## config.mk

```make
export PLATFORM = sky130hd
export DESIGN_NAME = core_task_ctrl
export DESIGN_NICKNAME = d
export VERILOG_FILES = /design/src/rtl/core_task_pkg.sv /design/src/rtl/ctl_safe_window.sv /design/src/rtl/ctl_task_slot.sv /design/src/rtl/core_task_ctrl.sv
export SDC_FILE = /design/constraint.sdc
export NUM_CORES = 1
export LEC_CHECK = 0
export ABC_AREA = 1
export BUFFER_PORTS_ARGS = -buffer_cell sky130_fd_sc_hd__buf_2
export CAP_MARGIN = 10
export CORE_ASPECT_RATIO = 1.4
export CORE_MARGIN = 1
export CORE_UTILIZATION = 57
export DETAILED_ROUTE_END_ITERATION = 10
export GPL_ROUTABILITY_DRIVEN = 0
export HOLD_SLACK_MARGIN = 0.1
export PLACE_DENSITY = 0.82
export SYNTH_ARGS = -nofsm -noshare
export SYNTH_HDL_FRONTEND = slang
export SYNTH_SLANG_ARGS = --single-unit
```

## constraint.sdc

```tcl
create_clock -name clk -period 2.1 [get_ports clk]
set_input_delay 0 -clock clk [delete_from_list [all_inputs] [get_ports clk]]
set_output_delay 0 -clock clk [all_outputs]
set_load 0.05 [all_outputs]
```

## src/rtl/core_task_pkg.sv

```systemverilog
package core_task_pkg;
  typedef enum logic [1:0] {
    ST_OFF  = 2'd0,
    ST_FREE = 2'd1,
    ST_BUSY = 2'd2,
    ST_EXC  = 2'd3
  } core_state_e;

  typedef enum logic [1:0] {
    RPT_START   = 2'd0,
    RPT_FINISH  = 2'd1,
    RPT_ERROR   = 2'd2,
    RPT_RESTART = 2'd3
  } report_e;
endpackage

```

## src/rtl/ctl_safe_window.sv

```systemverilog
module ctl_safe_window #(
  parameter int unsigned SAFE_CYC = 1
) (
  input  logic clk,
  input  logic rst,
  input  logic arm,
  input  logic cancel,
  output logic active,
  output logic last
);
  localparam int unsigned CW = $clog2(SAFE_CYC + 1);

  logic [CW-1:0] cnt;

  always_ff @(posedge clk) begin
    if (rst || cancel) begin
      cnt <= '0;
    end else if (arm) begin
      cnt <= CW'(SAFE_CYC);
    end else if (cnt != '0) begin
      cnt <= cnt - 1'b1;
    end
  end

  assign active = (cnt != '0);
  assign last   = (cnt == CW'(1));
endmodule

```

## src/rtl/ctl_task_slot.sv

```systemverilog
module ctl_task_slot #(
  parameter int unsigned ID_W = 8,
  parameter int unsigned PC_W = 32
) (
  input  logic            clk,
  input  logic            rst,
  input  logic            load,
  input  logic [ID_W-1:0] id_in,
  input  logic [PC_W-1:0] addr_in,
  output logic [ID_W-1:0] id_q,
  output logic [PC_W-1:0] addr_q
);
  always_ff @(posedge clk) begin
    if (rst) begin
      id_q   <= '0;
      addr_q <= '0;
    end else if (load) begin
      id_q   <= id_in;
      addr_q <= addr_in;
    end
  end
endmodule

```

## src/rtl/core_task_ctrl.sv

```systemverilog
module core_task_ctrl
  import core_task_pkg::*;
#(
  parameter int unsigned ID_W     = 8,
  parameter int unsigned PC_W     = 32,
  parameter int unsigned SAFE_CYC = 1
) (
  input  logic            clk,
  input  logic            rst,
  input  logic            cmd_valid,
  input  logic [ID_W-1:0] cmd_task,
  input  logic [PC_W-1:0] cmd_addr,
  output logic            cmd_ready,
  input  logic            task_done,
  input  logic            err_irq,
  input  logic            sleep_req,
  input  logic            wake_req,
  output logic            pc_load,
  output logic [PC_W-1:0] pc_addr,
  output logic            rpt_valid,
  output logic [1:0]      rpt_type,
  output logic [ID_W-1:0] rpt_task,
  output logic            in_keep,
  output logic [1:0]      state_o
);
  core_state_e     st;
  logic            exc_wait;
  logic            win_active, win_last;
  logic            accept, arm_win, cancel_win;
  logic [ID_W-1:0] slot_id;
  logic [PC_W-1:0] slot_addr;

  assign accept     = (st == ST_FREE) && !win_active && cmd_valid;
  assign arm_win    = (st == ST_BUSY) && task_done && !err_irq;
  assign cancel_win = (st == ST_FREE) && win_active && err_irq;

  ctl_safe_window #(.SAFE_CYC(SAFE_CYC)) win_i (
    .clk(clk), .rst(rst), .arm(arm_win), .cancel(cancel_win),
    .active(win_active), .last(win_last)
  );

  ctl_task_slot #(.ID_W(ID_W), .PC_W(PC_W)) slot_i (
    .clk(clk), .rst(rst), .load(accept), .id_in(cmd_task), .addr_in(cmd_addr),
    .id_q(slot_id), .addr_q(slot_addr)
  );

  always_ff @(posedge clk) begin
    if (rst) begin
      st        <= ST_FREE;
      exc_wait  <= 1'b0;
      cmd_ready <= 1'b1;
      pc_load   <= 1'b0;
      pc_addr   <= '0;
      rpt_valid <= 1'b0;
      rpt_type  <= RPT_START;
      rpt_task  <= '0;
      in_keep   <= 1'b0;
    end else begin
      pc_load   <= 1'b0;
      rpt_valid <= 1'b0;
      unique case (st)
        ST_OFF: begin
          if (wake_req) begin
            st        <= ST_FREE;
            cmd_ready <= 1'b1;
          end
        end
        ST_FREE: begin
          if (win_active) begin
            if (err_irq) begin
              st        <= ST_EXC;
              exc_wait  <= 1'b0;
              rpt_valid <= 1'b1;
              rpt_type  <= RPT_ERROR;
              rpt_task  <= slot_id;
            end else if (win_last) begin
              rpt_valid <= 1'b1;
              rpt_type  <= RPT_FINISH;
              rpt_task  <= slot_id;
              in_keep   <= 1'b0;
              cmd_ready <= 1'b1;
            end
          end else if (cmd_valid) begin
            st        <= ST_BUSY;
            pc_load   <= 1'b1;
            pc_addr   <= cmd_addr;
            rpt_valid <= 1'b1;
            rpt_type  <= RPT_START;
            rpt_task  <= cmd_task;
            in_keep   <= 1'b1;
            cmd_ready <= 1'b0;
          end else if (sleep_req) begin
            st        <= ST_OFF;
            cmd_ready <= 1'b0;
          end
        end
        ST_BUSY: begin
          if (err_irq) begin
            st        <= ST_EXC;
            exc_wait  <= 1'b0;
            rpt_valid <= 1'b1;
            rpt_type  <= RPT_ERROR;
            rpt_task  <= slot_id;
          end else if (task_done) begin
            st <= ST_FREE;
          end
        end
        ST_EXC: begin
          if (!exc_wait) begin
            exc_wait <= 1'b1;
          end else begin
            st        <= ST_BUSY;
            pc_load   <= 1'b1;
            pc_addr   <= slot_addr;
            rpt_valid <= 1'b1;
            rpt_type  <= RPT_RESTART;
            rpt_task  <= slot_id;
          end
        end
        default: st <= ST_FREE;
      endcase
    end
  end

  assign state_o = st;
endmodule

```

* After elaboration in Yosys (flattened, before gate mapping)
Index checks and enable logic that the tools add are counted.
Widths: inputs -> output; s select.
** Word-level totals
- Flip-flop bits (word level) :: 90
- Bits in latches :: 0
- Bits in writable memories :: 0
- ROM bits :: 0
- Input port bits :: 47
- Logic and storage cells :: 93
- Memories kept :: 0
** Cells by class
- Add/subtract/negate cells :: 1
- $mul :: 0
- Divide/modulo/power cells :: 0
- Magnitude comparators :: 0
- Equality and inequality tests :: 15
- Shift operators :: 0
- Muxes and demuxes :: 45
- Bitwise gates (word level) :: 0
- Reductions and logical operators :: 20
** Operators with widths (count)
- $mux 32 :: 3
- $pmux 32 s2 :: 1
- $mux 8 :: 4
- $mux 2 :: 13
- $pmux 8 s3 :: 1
- $mux 1 :: 17
- $ne 2x2->1 const B :: 6
- $reduce_and 4->1 :: 3
- $ne 3x3->1 const B :: 3
- $pmux 2 s4 :: 1
- $logic_and 1x1->1 :: 6
- $pmux 1 s3 :: 2
- $pmux 2 s3 :: 1
- $reduce_bool 2->1 :: 3
- $reduce_and 5->1 :: 1
- $eq 2x2->1 const B :: 2
- $ne 4x3->1 const B :: 1
- $pmux 1 s2 :: 2
- $ne 3x2->1 const B :: 1
- $reduce_and 3->1 :: 1
- $reduce_bool 3->1 :: 1
- $eq 2x1->1 const B :: 1
- $logic_not 1->1 :: 2
- $logic_not 2->1 :: 1
- 4 further kinds :: 4

* Longest topological paths before layout
Gate-level depths: netlist of the first run.
- Word-level depth :: 4
- Gate-level depth with buffers :: 9
- Depth with buffers taken out :: 8

* Modules after synthesis
From an unflattened synthesis of the first run, not the netlist that was laid out.
** Second synthesis, totals
- Cell total of the unflattened synthesis :: 667
- Area total of the unflattened synthesis :: 4357.9 µm²
** Modules (own cells, without submodules)
- core_task_ctrl :: times used 1, cells each 408, area an instance 2655.0 µm²
- ctl_task_slot :: times used 1, cells each 254, area an instance 1661.6 µm²
- ctl_safe_window :: times used 1, cells each 5, area an instance 41.3 µm²

* Worst setup path before layout of the first run
No wires, ideal clock.
- Path kind :: reg-to-reg
- Start point :: register st[0], in the netlist state_o[0]
- End point :: register rpt_task[0]
- Library setup time :: 0.116 ns
- Arrival time :: 1.600 ns
- Path slack :: 0.384 ns
- Cell stages (with the launch flop) :: 9
- Path buffers :: 1
- Clock period less this slack :: 1.716 ns
- Cells stage by stage :: dfxtp_1 -> buf_4 -> inv_1 -> nor2_1 -> nand2_1 -> nand3_1 -> clkinv_1 -> nor2_1 -> nor2_1
** Between the ends
- Longest elaborated chain between the ends :: 3
** RTL lines
- start: declaration :: RTL line core_task_ctrl.sv:26 : core_state_e st;
- start signal: assignment :: RTL line core_task_ctrl.sv:49 : st <= ST_FREE;
- start signal: assignment :: RTL line core_task_ctrl.sv:64 : st <= ST_FREE;
- start signal: assignment :: RTL line core_task_ctrl.sv:71 : st <= ST_EXC;
- $eq 2x1->1 / $eq 2x2->1 (equally long branches) :: RTL line core_task_ctrl.sv:61 : unique case (st)
- $ne 3x2->1 (no line) (tied with other cells)
- $reduce_and 4->1 (no line)
- end signal: assignment :: RTL line core_task_ctrl.sv:75 : rpt_task <= slot_id;
- end signal: assignment :: RTL line core_task_ctrl.sv:79 : rpt_task <= slot_id;
- end signal: assignment :: RTL line core_task_ctrl.sv:89 : rpt_task <= cmd_task;
- end: declaration :: RTL line core_task_ctrl.sv:22 : output logic [ID_W-1:0] rpt_task,
Parallel ways exist; a longest one is shown, timed or not.
A chain may end at the register's enable or synchronous reset.

* Worst setup path in the final report of the first run
- Start point :: register st[1], in the netlist state_o[1]
- End point :: register pc_addr[25]
** Between the ends
- Longest elaborated chain between the ends :: 3
** RTL lines
- $eq 2x1->1 / $eq 2x2->1 (equally long branches) :: RTL line core_task_ctrl.sv:61
- $ne 2x2->1 (no line) / $reduce_bool 2->1 (equally long branches)
- $reduce_and 4->1 (no line)
- end signal: assignment :: RTL line core_task_ctrl.sv:86 : pc_addr <= cmd_addr;
- end signal: assignment :: RTL line core_task_ctrl.sv:114 : pc_addr <= slot_addr;
- end: declaration :: RTL line core_task_ctrl.sv:19 : output logic [PC_W-1:0] pc_addr,
Parallel ways exist; a longest one is shown, timed or not.

==> results of run 1 <==
[report_power, final]
part	leakage, uW	switching, uW	internal (uW)
combinational	0.00155	2550	922
clock	0.000103	638	595
sequential	0.000744	267	2250
[tightest hold or removal path, delay by kind of cell]
kind	cells	cell delay [ps]
buffers and inverters	1	140
AOI/OAI and AO/OA	3	310
[cell usage after synthesis]
cell | number | area share
nand2_1 | 92 | 0.093
nand3_4 | 1 | 0.0047
inv_1 | 39 | 0.039
o21ai_0 | 96 | 0.13
nor2_8 | 1 | 0.0054
inv_2 | 2 | 0.0020
buf_6 | 1 | 0.0030
buf_4 | 2 | 0.0040
nor4_1 | 1 | 0.0017
nand3_1 | 9 | 0.012
dfxtp_1 | 90 | 0.48
clkbuf_1 | 12 | 0.012
buf_2 | 17 | 0.023
a21oi_1 | 28 | 0.038
nor2_1 | 125 | 0.13
o21ai_1 | 15 | 0.020
clkinv_1 | 1 | 0.0010
nand2_2 | 2 | 0.0034
clkbuf_2 | 1 | 0.0013
[cells by family (layout without fill, tap and decap cells)]
logic type | count (synthesis) | after routing | synth area share
AOI/OAI and AO/OA | 139 | 139 | 0.186
DFF | 90 | 90 | 0.483
buffers and inverters | 75 | 210 | 0.0855
and+or+nand+nor | 231 | 231 | 0.245
[what timing repair did]
item,4_1_cts,5_1_grt
hold endpoints to repair,86,0
hold buffers,46,0
endpoints found under the setup margin,0,1
setup buffers,0,2
[state kept, by name, summed over array words and instances (netlist names), 2 cells and up]
register / flops
slot_i.id_q: 8
state_o: 2
pc_addr: 32
slot_i.addr_q: 32
rpt_task: 8
rpt_type: 2
[per-layer routing]
layer	routed length, um	share of wire	up-vias	track usage
met4	340	0.036	0	0.166
met5	0	0	-	0
met2	4840	0.51	114	0.518
met1	3850	0.41	1755	0.322
met3	380	0.040	32	0.0361
li1	-	-	1953	-
[through the flow]
stage | instance area [um^2] | hold WS (ps)
4_1_cts | 4880 | 130
3_5_place_dp | 4210 | 250
6_report | 4890 | 147
3_3_place_gp | 4210 | 248
2_1_floorplan | 3730 | 69.1
5_1_grt | 4890 | 186
[area by class of cell]
| cell class | instances | area, um^2 |
|---|---|---|
| multi-input combinational | 370 | 1610 |
| clock inverter | 6 | 72.6 |
| inverter | 42 | 158 |
| clock buffer | 10 | 138 |
| fill | 469 | 1360 |
| tap | 72 | 90.1 |
| timing repair buffer | 152 | 1020 |
| sequential | 90 | 1800 |
[final timing paths]
check	slack, ps	end	from	depth (start not counted)
worst max-delay path	200	pc_addr[25]$_SDFFE_PP0P_	state_o[1]$_SDFFE_PP0P_	8
worst min-delay path	150	exc_wait$_SDFFE_PP0P_	err_irq	4
worst max register to register	200	pc_addr[25]$_SDFFE_PP0P_	state_o[1]$_SDFFE_PP0P_	8
worst min register to register	450	slot_i.id_q[2]$_SDFFE_PP0P_	slot_i.id_q[2]$_SDFFE_PP0P_	2
==> results.json, run 1 <==
{
  "outcome": "finished, final reports clean",
  "routedWlPerCell_um": 12.7,
  "max_freq_mhz": 525,
  "vias": 3854,
  "cts_resized": 0,
  "n_antenna_cell": 0,
  "totalWireLength_um": 9400,
  "clk_latency_ps": 350,
  "areaGrowthSynthToFinish_pct": 31.1,
  "firstDrtPassIters": 4,
  "max_cap_violations": 0,
  "final_common_cell": "nor2_1",
  "critical-path-top-delay-family": "buffers and inverters",
  "drc": 0,
  "cts_made_buffers": 9,
  "peakVddDrop_v": 0.000862,
  "syn_area_um2": 3730,
  "cts_tree": "built",
  "maxSlewViolCount": 0,
  "boundaryPins": 95,
  "htreeDepth": 3,
  "pre_cts_ws_ps": 349,
  "core_um2": 6250,
  "cp.required_ps": 2390,
  "grt_use_total": 0.289,
  "total_power_uw": 7220,
  "cts_max_path_buffers": 2,
  "worst-path-buf-inv": 3,
  "finish.utilization": 0.782,
  "finalCriticalPeriod_ps": 1900,
  "slowest_delay_ps": 470,
  "dp_hpwl_um": 5660,
  "rows": 34,
  "fin_setup_tns_ps": 0,
  "drt-initial-drc-count": 183,
  "endpoint_kind": "flip-flop",
  "grt_max_degree": 48,
  "dp_cells": 678,
  "clk_pin_slew_ps": 100,
  "grt_overflow": 0,
  "synthesis.nets": 582,
  "antenna_left": 0,
  "p_leak_uw": 0.00239,
  "grt_pass1_wl_um": 16200,
  "cts_root_buf": "clkbuf_8",
  "ys_seq_elements": 90,
  "max-slew-margin-rel": 0.616,
  "dieArea_um2": 6880,
  "cp_max_fo": 33,
  "p_per_area_nw_per_um2": 1480,
  "layout_setup_ws_ps": 196,
  "vias_per_cell": 5.19,
  "initial_core_util": 0.597,
  "grt_antenna_before_repair": 0,
  "rsz0062_at_grt": "no",
  "layout_common_cells": "125 x nor2_1, 96 x o21ai_0, 94 x buf_2",
  "path_cells": "buf_4 -> nor2_8 -> buf_4 -> nand3_4 -> nand2_2 -> inv_2 -> nor2_1 -> nor2_1",
  "fin_nets": 712,
  "hold_viol": 0,
  "synth_area_per_cell_um2": 6.98,
  "grt_pass1_vias": 3791,
  "worst_pin_slew_ps": 576,
  "ys_types": 19,
  "worst_ep_arrival_time_ps": 2190,
  "die_w_um": 70.4,
  "synth_seq_area_share": 0.483,
  "syn_inst": 535,
  "cp_slowest_cell": "dfxtp_1",
  "setup_violations": 0,
  "cts.sink_count": 90,
  "final_cells": 742,
  "crit_type": "flip-flop to flip-flop",
  "min_path_type": "input port to flip-flop",
  "start_kind": "flip-flop",
  "drive_above_1_share": 0.193,
  "die_h_um": 97.7,
  "port-buffer-count": 94,
  "fin_crit_sh": 0.907,
  "ys_warn_count": 0,
  "fin_worst_skew_ps": 12.8
}
Note: power is estimated with default switching activity, not from simulation.
==> run 2: changes to the inputs <==
--- a/config.mk
+++ b/config.mk
@@ -5,16 +5,15 @@
 export SDC_FILE = /design/constraint.sdc
 export NUM_CORES = 1
 export LEC_CHECK = 0
-export ABC_AREA = 1
-export BUFFER_PORTS_ARGS = -buffer_cell sky130_fd_sc_hd__buf_2
 export CAP_MARGIN = 10
 export CORE_ASPECT_RATIO = 1.4
 export CORE_MARGIN = 1
-export CORE_UTILIZATION = 57
+export CORE_UTILIZATION = 65
 export DETAILED_ROUTE_END_ITERATION = 10
+export DONT_BUFFER_PORTS = 1
 export GPL_ROUTABILITY_DRIVEN = 0
 export HOLD_SLACK_MARGIN = 0.1
-export PLACE_DENSITY = 0.82
+export PLACE_DENSITY = 0.78
 export SYNTH_ARGS = -nofsm -noshare
 export SYNTH_HDL_FRONTEND = slang
 export SYNTH_SLANG_ARGS = --single-unit
==> results.json, run 2 <==
{
  "outcome": "finished, final reports clean",
  "layout_setup_ws_ps": 69.7,
  "p_leak_uw": 0.00169,
  "areaGrowthSynthToFinish_pct": 21.3,
  "grt_max_degree": 91,
  "clk_latency_ps": 350,
  "cts_root_buf": "clkbuf_8",
  "async_flop_share": 0,
  "fin_worst_skew_ps": 8.36,
  "p_per_area_nw_per_um2": 989,
  "drive_above_1_share": 0.126,
  "worst_ep_arrival_time_ps": 2330,
  "top_regs": "pc_addr: 32 flops, slot_i.addr_q: 32 flops",
  "grt_antenna_before_repair": 0,
  "cts_tree": "built",
  "dieArea_um2": 6150,
  "peakVddDrop_v": 0.000658,
  "boundaryPins": 95,
  "maxSlewViolCount": 0,
  "finalCriticalPeriod_ps": 2030,
  "die_h_um": 92.4,
  "synth_area_leaders": "dfxtp_1 48%, nand2_1 12%, a311oi_2 6.7%",
  "routedWlPerCell_um": 17.3,
  "detailed_place.area_um2": 3770,
  "post-cts-setup-buffer-count": 0,
  "initial_core_util": 0.681,
  "max_freq_mhz": 493,
  "fin_nets": 541,
  "grt_pass1_wl_um": 15100,
  "layout_common_cells": "124 x nand2_1, 88 x dfxtp_1, 53 x dlygate4sd3_1",
  "max-slew-margin-rel": 0.389,
  "cp.required_ps": 2400,
  "rows": 32,
  "fin_setup_tns_ps": 0,
  "cts_made_buffers": 9,
  "fin_crit_sh": 0.967,
  "cts.sink_count": 90,
  "drt-initial-drc-count": 306,
  "port-buffer-count": 0,
  "crit_type": "flip-flop to flip-flop",
  "syn_area_um2": 3790,
  "synth_area_per_cell_um2": 8.28,
  "rsz0062_at_grt": "no",
  "fillCellCount": 381,
  "worst_pin_slew_ps": 914,
  "synth_enable_flop_cells": 0,
  "firstDrtPassIters": 5,
  "antenna_left": 0,
  "grt_pass1_vias": 3268,
  "final_common_cell": "nand2_1",
  "hold_viol": 0,
  "synth.top_cell.area_share": 0.475,
  "synth_seq_area_share": 0.475,
  "min_path_type": "input port to flip-flop",
  "htreeDepth": 3,
  "ys_top_cells_by_count": "124 x nand2_1, 90 x dfxtp_1, 45 x a21oi_1, 36 x nor2_1, 33 x nand3_1",
  "totalWireLength_um": 9800,
  "synthesis.nets": 505,
  "syn_inst": 458,
  "clk_pin_slew_ps": 90,
  "setup_violations": 0,
  "ys_types": 32,
  "max_cap_violations": 0,
  "start_kind": "flip-flop",
  "endpoint_kind": "flip-flop",
  "drc": 0,
  "cts_max_path_buffers": 2,
  "synth.most_common_cell": "nand2_1",
  "ys_warn_count": 0,
  "grt_use_total": 0.322,
  "vias_per_cell": 6.13,
  "cp_max_fo": 22,
  "yosys_most_used_dff": "dfxtp_1",
  "n_antenna_cell": 0,
  "design_area_um2": 4600,
  "core_um2": 5570,
  "synth_top_area_cell": "dfxtp_1",
  "pre_cts_ws_ps": 290,
  "grt_overflow": 0,
  "dp_hpwl_um": 5140,
  "vias": 3476,
  "ys_seq_elements": 90,
  "die_w_um": 66.6
}
run 2: repair_timing:
item	in CTS	in global routing
hold endpoints to repair	90	0
setup endpoints to repair	0	7
hold buffers	54	0
resized for setup	0	7
run 2: final cells by class:
class | instances | area (um^2) | share of cell area
clock buffers | 12 | 145 | 0.0315
clock inverters | 4 | 75.1 | 0.0163
inverters | 2 | 7.51 | 0.00163
multi-input cells | 323 | 1770 | 0.384
flip-flops and latches | 90 | 1810 | 0.393
well taps | 68 | 85.1 | 0.0185
repair buffers | 68 | 713 | 0.155
run 2: power breakdown:
part	leakage, uW	switching [uW]	internal, uW
registers	0.000741	506	1880
clock network	0.000103	599	704
logic	0.000842	511	349
run 2: final timing paths:
kind / from / endpoint / slack [ps] / cells past startpoint
min reg2reg: slot_i.addr_q[19]$_SDFFE_PP0P_ / slot_i.addr_q[19]$_SDFFE_PP0P_ / 460 / 2
max: state_o[1]$_SDFFE_PP0P_ / pc_addr[27]$_SDFFE_PP0P_ / 70 / 6
min: sleep_req / cmd_ready$_SDFFE_PP1P_ / 130 / 3
max reg2reg: state_o[1]$_SDFFE_PP0P_ / pc_addr[27]$_SDFFE_PP0P_ / 70 / 6
run 2: critical path: stages, from the launching register on:
cell and delay, ps:
dfxtp_4 410, nand4bb_2 280, nand2_4 150, buf_12 200, nor2_2 50, a311oi_2 280, dlygate4sd3_1 610
run 2: kinds of logic after synthesis:
kind of cell,count (synthesis),synth area share
simple gates,217,0.243
buf+inv,45,0.0630
flops,90,0.475
mux,2,0.00858
compound gates,104,0.210
run 2: metrics by stage:
stage / power [uW] / util / hold WS [ps] / instances
after floorplan: 2980 / - / 136 / 458
after global placement: 3050 / 0.678 / 74.2 / 496
after detailed placement: 3080 / 0.678 / 74.4 / 496
after CTS: 4480 / 0.817 / 119 / 566
after global routing: 4720 / 0.827 / 175 / 567
final: 4550 / 0.827 / 133 / 567
run 2: layer usage:
metal | global-route usage | routed length (um) | up-vias
met5 | 0 | 0 | -
met4 | 0.165 | 320 | 0
met3 | 0.0690 | 519 | 34
met2 | 0.561 | 5150 | 138
met1 | 0.356 | 3810 | 1658
li1 | - | - | 1646
